--- src/rtl/i2cs_pkg.sv ---
package i2cs_pkg;
  typedef enum logic [2:0] {
    ST_IDLE,
    ST_ADDR,
    ST_AACK,
    ST_WBYTE,
    ST_WACK,
    ST_RBYTE,
    ST_RACK
  } i2cs_state_e;
endpackage

--- src/rtl/i2cs_sync.sv ---
module i2cs_sync #(
  parameter int STAGES = 2
) (
  input  logic clk,
  input  logic rst_n,
  input  logic scl_i,
  input  logic sda_i,
  output logic sda_s,
  output logic scl_rise,
  output logic scl_fall,
  output logic start_det,
  output logic stop_det
);
  logic [STAGES-1:0] scl_q, sda_q;
  logic scl_p, sda_p, scl_s;

  always_ff @(posedge clk or negedge rst_n) begin
    if (!rst_n) begin
      scl_q <= '1;
      sda_q <= '1;
      scl_p <= 1'b1;
      sda_p <= 1'b1;
    end else begin
      scl_q <= {scl_q[STAGES-2:0], scl_i};
      sda_q <= {sda_q[STAGES-2:0], sda_i};
      scl_p <= scl_q[STAGES-1];
      sda_p <= sda_q[STAGES-1];
    end
  end

  assign scl_s     = scl_q[STAGES-1];
  assign sda_s     = sda_q[STAGES-1];
  assign scl_rise  = scl_s & ~scl_p;
  assign scl_fall  = ~scl_s & scl_p;
  // data edges only count while the clock line stays high
  assign start_det = scl_s & scl_p & sda_p & ~sda_s;
  assign stop_det  = scl_s & scl_p & ~sda_p & sda_s;
endmodule

--- src/rtl/i2cs_regbank.sv ---
module i2cs_regbank #(
  parameter int              AW       = 6,
  parameter int              DW       = 8,
  parameter logic [AW-1:0]   TOP_ADDR = 6'h2D
) (
  input  logic          clk,
  input  logic          rst_n,
  input  logic          wr_en,
  input  logic [AW-1:0] wr_addr,
  input  logic [DW-1:0] wr_data,
  input  logic [AW-1:0] rd_addr,
  output logic [DW-1:0] rd_data,
  input  logic [AW-1:0] dbg_addr,
  output logic [DW-1:0] dbg_data
);
  localparam int NREG = int'(TOP_ADDR) + 1;

  logic [DW-1:0] mem [NREG];

  always_ff @(posedge clk or negedge rst_n) begin
    if (!rst_n) begin
      for (int i = 0; i < NREG; i++) mem[i] <= '0;
    end else if (wr_en && wr_addr <= TOP_ADDR) begin
      mem[wr_addr] <= wr_data;
    end
  end

  assign rd_data  = (rd_addr  <= TOP_ADDR) ? mem[rd_addr]  : '0;
  assign dbg_data = (dbg_addr <= TOP_ADDR) ? mem[dbg_addr] : '0;
endmodule

--- src/rtl/i2cs_fsm.sv ---
module i2cs_fsm
  import i2cs_pkg::*;
#(
  parameter int              AW       = 6,
  parameter int              DW       = 8,
  parameter logic [6:0]      DEV_ADDR = 7'h1A,
  parameter logic [AW-1:0]   TOP_ADDR = 6'h2D
) (
  input  logic          clk,
  input  logic          rst_n,
  input  logic          sda_s,
  input  logic          scl_rise,
  input  logic          scl_fall,
  input  logic          start_det,
  input  logic          stop_det,
  input  logic [DW-1:0] rd_data,
  output logic [AW-1:0] ptr,
  output logic          ptr_step,
  output logic          wr_en,
  output logic [AW-1:0] wr_addr,
  output logic [DW-1:0] wr_data,
  output logic          sda_oe,
  output i2cs_state_e   st
);
  localparam int          CW    = $clog2(DW + 1);
  localparam logic [CW-1:0] LAST = CW'(DW);

  logic [CW-1:0] cnt;
  logic [DW-1:0] sh, tx;
  logic          rw, first, mack;

  function automatic logic [AW-1:0] step_ptr(input logic [AW-1:0] p);
    return (p == TOP_ADDR) ? '0 : p + 1'b1;
  endfunction

  always_ff @(posedge clk or negedge rst_n) begin
    if (!rst_n) begin
      st       <= ST_IDLE;
      cnt      <= '0;
      sh       <= '0;
      tx       <= '0;
      rw       <= 1'b0;
      first    <= 1'b0;
      mack     <= 1'b0;
      ptr      <= '0;
      ptr_step <= 1'b0;
      wr_en    <= 1'b0;
      wr_addr  <= '0;
      wr_data  <= '0;
      sda_oe   <= 1'b0;
    end else begin
      wr_en    <= 1'b0;
      ptr_step <= 1'b0;
      if (start_det) begin
        st     <= ST_ADDR;
        cnt    <= '0;
        sda_oe <= 1'b0;
      end else if (stop_det) begin
        st     <= ST_IDLE;
        cnt    <= '0;
        sda_oe <= 1'b0;
      end else begin
        unique case (st)
          ST_ADDR, ST_WBYTE: begin
            if (scl_rise && cnt != LAST) begin
              sh  <= {sh[DW-2:0], sda_s};
              cnt <= cnt + 1'b1;
            end else if (scl_fall && cnt == LAST) begin
              if (st == ST_ADDR) begin
                if (sh[DW-1:1] == DEV_ADDR) begin
                  st     <= ST_AACK;
                  sda_oe <= 1'b1;
                  rw     <= sh[0];
                end else begin
                  st <= ST_IDLE;
                end
              end else begin
                if (first) begin
                  ptr <= sh[AW-1:0];
                end else begin
                  if (ptr <= TOP_ADDR) begin
                    wr_en   <= 1'b1;
                    wr_addr <= ptr;
                    wr_data <= sh;
                  end
                  ptr      <= step_ptr(ptr);
                  ptr_step <= 1'b1;
                end
                st     <= ST_WACK;
                sda_oe <= 1'b1;
              end
            end
          end
          ST_AACK: begin
            if (scl_fall) begin
              cnt   <= '0;
              first <= 1'b1;
              if (rw) begin
                st     <= ST_RBYTE;
                tx     <= rd_data;
                sda_oe <= ~rd_data[DW-1];
              end else begin
                st     <= ST_WBYTE;
                sda_oe <= 1'b0;
              end
            end
          end
          ST_WACK: begin
            if (scl_fall) begin
              st     <= ST_WBYTE;
              sda_oe <= 1'b0;
              cnt    <= '0;
              first  <= 1'b0;
            end
          end
          ST_RBYTE: begin
            if (scl_rise) begin
              cnt <= cnt + 1'b1;
            end else if (scl_fall) begin
              if (cnt == LAST) begin
                st       <= ST_RACK;
                sda_oe   <= 1'b0;
                ptr      <= step_ptr(ptr);
                ptr_step <= 1'b1;
              end else begin
                tx     <= {tx[DW-2:0], 1'b0};
                sda_oe <= ~tx[DW-2];
              end
            end
          end
          ST_RACK: begin
            if (scl_rise) begin
              mack <= ~sda_s;
            end else if (scl_fall) begin
              if (mack) begin
                st     <= ST_RBYTE;
                cnt    <= '0;
                tx     <= rd_data;
                sda_oe <= ~rd_data[DW-1];
              end else begin
                st <= ST_IDLE;
              end
            end
          end
          default: ;
        endcase
      end
    end
  end
endmodule

--- src/rtl/i2cs_regslave.sv ---
module i2cs_regslave
  import i2cs_pkg::*;
#(
  parameter logic [6:0] DEV_ADDR    = 7'h1A,
  parameter int         AW          = 6,
  parameter int         DW          = 8,
  parameter logic [5:0] TOP_ADDR    = 6'h2D,
  parameter int         SYNC_STAGES = 2
) (
  input  logic          clk,
  input  logic          rst_n,
  input  logic          scl_i,
  input  logic          sda_i,
  output logic          sda_oe,
  input  logic [AW-1:0] dbg_addr,
  output logic [DW-1:0] dbg_data
);
  logic          sda_s, scl_rise, scl_fall, start_det, stop_det;
  logic [DW-1:0] rd_data, wr_data;
  logic [AW-1:0] ptr, wr_addr;
  logic          ptr_step, wr_en;
  i2cs_state_e   st;

  i2cs_sync #(.STAGES(SYNC_STAGES)) u_sync (
    .clk, .rst_n, .scl_i, .sda_i, .sda_s,
    .scl_rise, .scl_fall, .start_det, .stop_det
  );

  i2cs_fsm #(.AW(AW), .DW(DW), .DEV_ADDR(DEV_ADDR), .TOP_ADDR(AW'(TOP_ADDR))) u_fsm (
    .clk, .rst_n, .sda_s, .scl_rise, .scl_fall, .start_det, .stop_det,
    .rd_data, .ptr, .ptr_step, .wr_en, .wr_addr, .wr_data, .sda_oe, .st
  );

  i2cs_regbank #(.AW(AW), .DW(DW), .TOP_ADDR(AW'(TOP_ADDR))) u_bank (
    .clk, .rst_n, .wr_en, .wr_addr, .wr_data,
    .rd_addr(ptr), .rd_data, .dbg_addr, .dbg_data
  );
endmodule

--- config.mk ---
export PLATFORM = sky130hd
export DESIGN_NAME = i2cs_regslave
export DESIGN_NICKNAME = d
export VERILOG_FILES = /design/src/rtl/i2cs_pkg.sv /design/src/rtl/i2cs_sync.sv /design/src/rtl/i2cs_regbank.sv /design/src/rtl/i2cs_fsm.sv /design/src/rtl/i2cs_regslave.sv
export SDC_FILE = /design/constraint.sdc
export NUM_CORES = 1
export LEC_CHECK = 0
export CORE_AREA = 2 2 206 208
export CTS_CLUSTER_SIZE = 12
export DETAILED_ROUTE_END_ITERATION = 10
export DIE_AREA = 0 0 208 210
export DONT_BUFFER_PORTS = 1
export GPL_ROUTABILITY_DRIVEN = 1
export HOLD_SLACK_MARGIN = 0.05
export PLACE_DENSITY = 0.73
export SETUP_SLACK_MARGIN = 0.1
export SYNTH_ARGS = -nofsm -noshare
export SYNTH_HDL_FRONTEND = slang
export SYNTH_SLANG_ARGS = --single-unit
--- constraint.sdc ---
create_clock -name clk -period 2.78 [get_ports clk]
set_clock_uncertainty 0.15 [all_clocks]
set_input_delay 0.417 -clock clk [delete_from_list [all_inputs] [get_ports clk]]
set_output_delay 0.417 -clock clk [all_outputs]
set_load 0.01 [all_outputs]
# Yosys cells after proc, flatten, opt, wreduce, memory -nomap -nowiden
# Cells that the tools add are included.
# W data, S select, Z words.
# op_classes
addsub	2
order_cmp	7
n_eq_ne	37
mux	80
bitwise	21
n_reduce_logical	21
# ops
cell	count
$bwmux W368	1
$bmux W8 S6	2
$mux W7	8
$mux W8	7
$demux W8 S6	1
$mux W6	8
$mux W3	14
$ne A4 B3 Y1 const B	9
$mux W4	8
$mux W1	24
$reduce_and A11 Y1	2
$ge A7 B7 Y1 const B	3
$not A6 Y7	3
$pmux W7 S3	1
$le A6 B6 Y1 const B	3
$ne A2 B1 Y1 const B	8
$ne A4 B4 Y1 const B	4
$pmux W4 S4	1
$pmux W3 S5	1
$reduce_and A7 Y1	2
$pmux W6 S2	1
$not A1 Y1	11
$ne A2 B2 Y1 const B	5
$reduce_and A10 Y1	1
other kinds (25)	40
# totals
register_bits	421
out_inout_bits	9

# Depth between registers and ports, before layout
# depth
ltp_word	12
depth_mapped	12

# Modules after synthesis
# A second synthesis with hierarchy kept.
# hier_totals
cells_unflattened	1757
hier_area_um2	23422.5
# modules_own_cells
mod	n_inst	cells_each	area_per_inst_um2
i2cs_regbank	1	1515	20619.8
i2cs_fsm	1	232	2612.5
i2cs_sync	1	10	190.2

# Least setup slack after synthesis
# Ideal clock, no wire load.
# synth_path
path_type	register to register
from	register u_fsm.ptr[1]
to	register u_fsm.wr_data[2]
setup_time_ps	125
arrival_time_ps	2709
slack_ps	-204
stages_incl_launch_ff	11
synth_period_minus_slack_ps	2984
path_cell_list	dfrtp_1 -> buf_2 -> buf_2 -> buf_2 -> inv_1 -> ha_1 -> nor4bb_1 -> o21ai_0 -> nand3_1 -> buf_2 -> mux2_2
# synth_between
elab_chain_cells	2
# synth_lines
item	line_no	source
start, declared	i2cs_fsm.sv:17	output logic [AW-1:0] ptr,
start signal, assigned	i2cs_fsm.sv:79	ptr <= sh[AW-1:0];
start signal, assigned	i2cs_fsm.sv:86	ptr <= step_ptr(ptr);
start signal, assigned	i2cs_fsm.sv:123	ptr <= step_ptr(ptr);
$le A6 B6 Y1	i2cs_fsm.sv:81	if (ptr <= TOP_ADDR) begin
$reduce_and A8 Y1 (no line)	-	
end signal, assigned	i2cs_fsm.sv:84	wr_data <= sh;
end, declared	i2cs_fsm.sv:21	output logic [DW-1:0] wr_data,
# No other way between the ends.
# A chain may end at the register's enable or synchronous reset.

# Worst setup path in the final report
# layout_path
from	register u_bank.mem[122] (netlist bit)
to	output dbg_data[2]
# layout_between
elab_chain_cells	4
# layout_lines
item	line_no	source
start, declared	i2cs_regbank.sv:18	logic [DW-1:0] mem [NREG];
start signal, assigned by index	i2cs_regbank.sv:24	mem[wr_addr] <= wr_data;
$bmux W8 S6	i2cs_regbank.sv:29	assign dbg_data = (dbg_addr <= TOP_ADDR) ? mem[dbg_addr] : '0;
$mux W8 (implied by the code) (2 in series)	i2cs_regbank.sv:29	
$mux W8	i2cs_regbank.sv:29	
end, declared	i2cs_regslave.sv:16	output logic [DW-1:0] dbg_data
# No other way between the ends. The select of a mux whose other input is x is not followed.

==> impl_metrics.csv <==
group,metric,value,unit
floorplanning,dieHeight,210,microns
drt,wl,61150,microns
drt,first_pass_iters,5,
setup_path,rr_startpoint,"u_fsm.ptr[1]",
timing,max_slew_margin,-24.05,%
cts,insertion_delay,0.57,ns
synthesis,synth_common_cells,"dfrtp_1 (415), mux2_2 (390), mux4_2 (190)",
cts,clk_pin_slew_worst_paths,0.06,ns
floorplanning,core,41480,sq um
timing,hold-worst-slack,-0.5963,ns
timing,fin_tns_setup,-1.052,ns
setup_path,rr_worst_depth,8,
hold_path,hold_path_class,"in2async",
synthesis,synth_cell_types,66,
power,power_leakage,11.17,nW
timing,hold_violations,415,
cts,clock_path_buffers,3,
synthesis,synth_top_family_by_area,"multiplexers",
place,dpl_worst_slack,-0.1620,ns
floorplanning,die_area,43680,sq um
power,p_total,0.01426,W
timing,min_period_over_period,107.4,%
synthesis,ys.flop_type,"dfrtp_1",
power,ir_drop,0.5754,mV
timing,rsz0062_at_grt,"true",
global_routing,grt_usage,28.67,%
place,gp_congestion,0.9144,
cts,numCtsBuffers,46,
setup_path,crit_type,"reg2out",
synthesis,synth_seq_cells,421,
setup_path,cp_slowest_cell,"mux4_2",
finish,finish.net_count,1603,
timing,tightest_slew,1.861,ns
setup_path,crit_required,2.21,ns
finish,multi_input_area,11350,sq um
floorplanning,die_w,208,microns
setup_path,max_stage_delay,0.55,ns
job,maxCapViolCount,0,
global_routing,grt_pass1_vias,15270,
global_routing,grt_overflow_total,0,
status,status,"finished with violations",
global_routing,grt_start_max_net_pins,422,
drt,initialDrtViolationCount,1562,
finish,drive_above_1_share,48.33,%
drt,drc,0,
cts,cts-root-buf,"clkbuf_16",
floorplanning,std_cell_rows,75,
timing,fmax,0.3351,GHz
drt,vias,14770,
setup_path,worst_ep_arrival_time,2.42,ns
synthesis,synth.top_cells.by_area,"dfrtp_1 (46%), mux2_2 (20%), mux4_2 (19%)",
drt,via_per_inst,6.838,
setup_path,path_max_fanout,3,
cts,ctsHoldBuffers,2,
cts,clock_sinks,421,
timing,worst_slack,-0.2045,ns
drt,detail-route-antenna-nets,0,
synthesis,yosys.area.top_type,"dfrtp_1",
synthesis,synthAdderAreaFrac,0.2786,%
synthesis,yosysTopAreaCellShare,46.26,%
setup_path,path_cells,"mux4_2 > mux4_2 > a22oi_2 > o21ai_2",
synthesis,ys_async_sr_fraction,100.0,%
synthesis,yosys-mux-area-fraction,40.36,%
timing,drv_slew,220,
synthesis,avgSynthCellArea,14.40,sq um
place,place_hpwl,38640,microns
synthesis,syn_inst,1559,
finish,regArea,10550,sq um
synthesis,synth.most_common_cell,"dfrtp_1",
synthesis,netlist_area,22450,sq um
setup_path,r2r_slack,0.10,ns
floorplanning,ios,19,
setup_path,startpoint_type,"register",
timing,finalSetupViolCount,8,
global_routing,grt_pass1_wl,94380,microns
setup_path,endpoint_kind,"output pin",
place,io_buffer_count,0,
timing,fin_crit,2.985,ns
synthesis,yosys.area_share.simple,4.910,%
synthesis,synth_edf_count,0,
status,failed_checks,"negative hold slack, max-slew violations, negative setup slack",
setup_path,cp_common_cell,"mux4_2",
cts,cts_tree,"done",
drt,wl_per_cell,28.31,microns
synthesis,synth-compound-area-share,4.559,%
setup_path,r2r_end,"u_fsm.tx[3]",
power,cellPowerDensity,572.0,nW/um^2
global_routing,antenna_found_initial,0,
finish,syn_to_final_growth,11.05,%
synthesis,synthesis.nets,1574,
cts,htreeDepth,2,
synthesis,yosys_warnings,0,
finish,fillers,3089,
floorplanning,initial_core_util,54.13,%
synthesis,synthXorXnorAreaFrac,0.07802,%
finish,final_util,60.11,%
synthesis,ys_seq_area_share,46.96,%
## per-layer routing
layer / up-vias / share of wire (%) / track usage, %
met2: 659 / 48 / 44.98
met4: 0 / 4.4 / 12.28
li1: 6062 / - / -
met3: 160 / 7.7 / 5.542
met1: 7889 / 40 / 39.61
met5: - / 0 / 0
## where the power goes
group / leakage [nW] / internal, W / switching (W)
clock: 0.721 / 0.00347 / 0.00250
sequential: 5.83 / 0.00629 / 0.000238
combinational: 4.62 / 0.000825 / 0.000939
## state kept, by name, summed over array words and instances, names as in the netlist, 3 cells and up
register       count
u_fsm.ptr          6
u_fsm.st           3
u_fsm.wr_addr      6
u_bank.mem       368
u_fsm.wr_data      8
u_fsm.cnt          4
u_fsm.tx           7
u_fsm.sh           8
## cells in the final DEF (no fill, tap or decap), drive strengths merged, types with 30 or more instances in the layout
| cell type | Yosys | final |
|---|---|---|
| buf | 50 | 100 |
| nand2 | 66 | 66 |
| a21oi | 30 | 30 |
| nor2 | 59 | 59 |
| o21ai | 33 | 33 |
| clkbuf | 71 | 66 |
| mux2i | 39 | 39 |
| dfrtp | 415 | 415 |
| mux2 | 390 | 390 |
| mux4 | 190 | 190 |
## kinds of logic after synthesis
| group | Yosys count |
|---|---|
| flip-flops | 421 |
| adder cells (fa/ha/maj) | 5 |
| multiplexers | 619 |
| AND/OR/NAND/NOR | 221 |
| XOR/XNOR | 2 |
| buffers and inverters | 139 |
| AO/OA/AOI/OAI | 152 |
## repair_timing
item / CTS / global route
endpoints found under the setup margin: 10 / 8
gates resized for setup: 17 / 0
hold endpoints to repair: 423 / 421
pin swaps: 8 / 0
buffers inserted: 19 / 0
## per-stage QoR
| stage | hold slack (ns) | std cells | instance area [sq um] |
|---|---|---|---|
| global placement | -0.01869 | 2058 | 23220 |
| detailed placement | -0.02048 | 2058 | 23220 |
| floorplan | -0.02859 | 1559 | 22480 |
| CTS | -0.6091 | 2159 | 24930 |
| global route | -0.6054 | 2159 | 24930 |
| finish | -0.5963 | 2160 | 24930 |
## critical path: cells and delay by family, from the launching register on
| family | cells | cell delay (ns) |
|---|---|---|
| AOI/OAI and AO/OA | 2 | 0.45 |
| DFF | 1 | 0.39 |
| muxes | 2 | 1.02 |
## worst max-delay path by stage
stage               slack (ns)  cells past startpoint                to       startpoint
floorplan                 0.11                     11  u_fsm.wr_data[2]     u_fsm.ptr[0]
global placement         -0.15                      6       u_fsm.tx[1]     u_fsm.ptr[1]
detailed placement       -0.16                      6       u_fsm.tx[1]     u_fsm.ptr[1]
CTS                      -0.20                      4       dbg_data[2]  u_bank.mem[114]
global route             -0.23                      4       dbg_data[3]  u_bank.mem[115]
finish                   -0.20                      4       dbg_data[2]  u_bank.mem[122]
## layout make-up
cell class                 instances  area share [%]
sequential                       421           42.32
timing repair buffer             102           3.292
antenna                            1         0.01004
inverter                          18          0.2710
clock buffer                      66           5.280
multi-input combinational        999           45.54
clock inverter                    14          0.5822
tap                              539           2.705
Note: power is estimated with default switching activity, not from simulation.
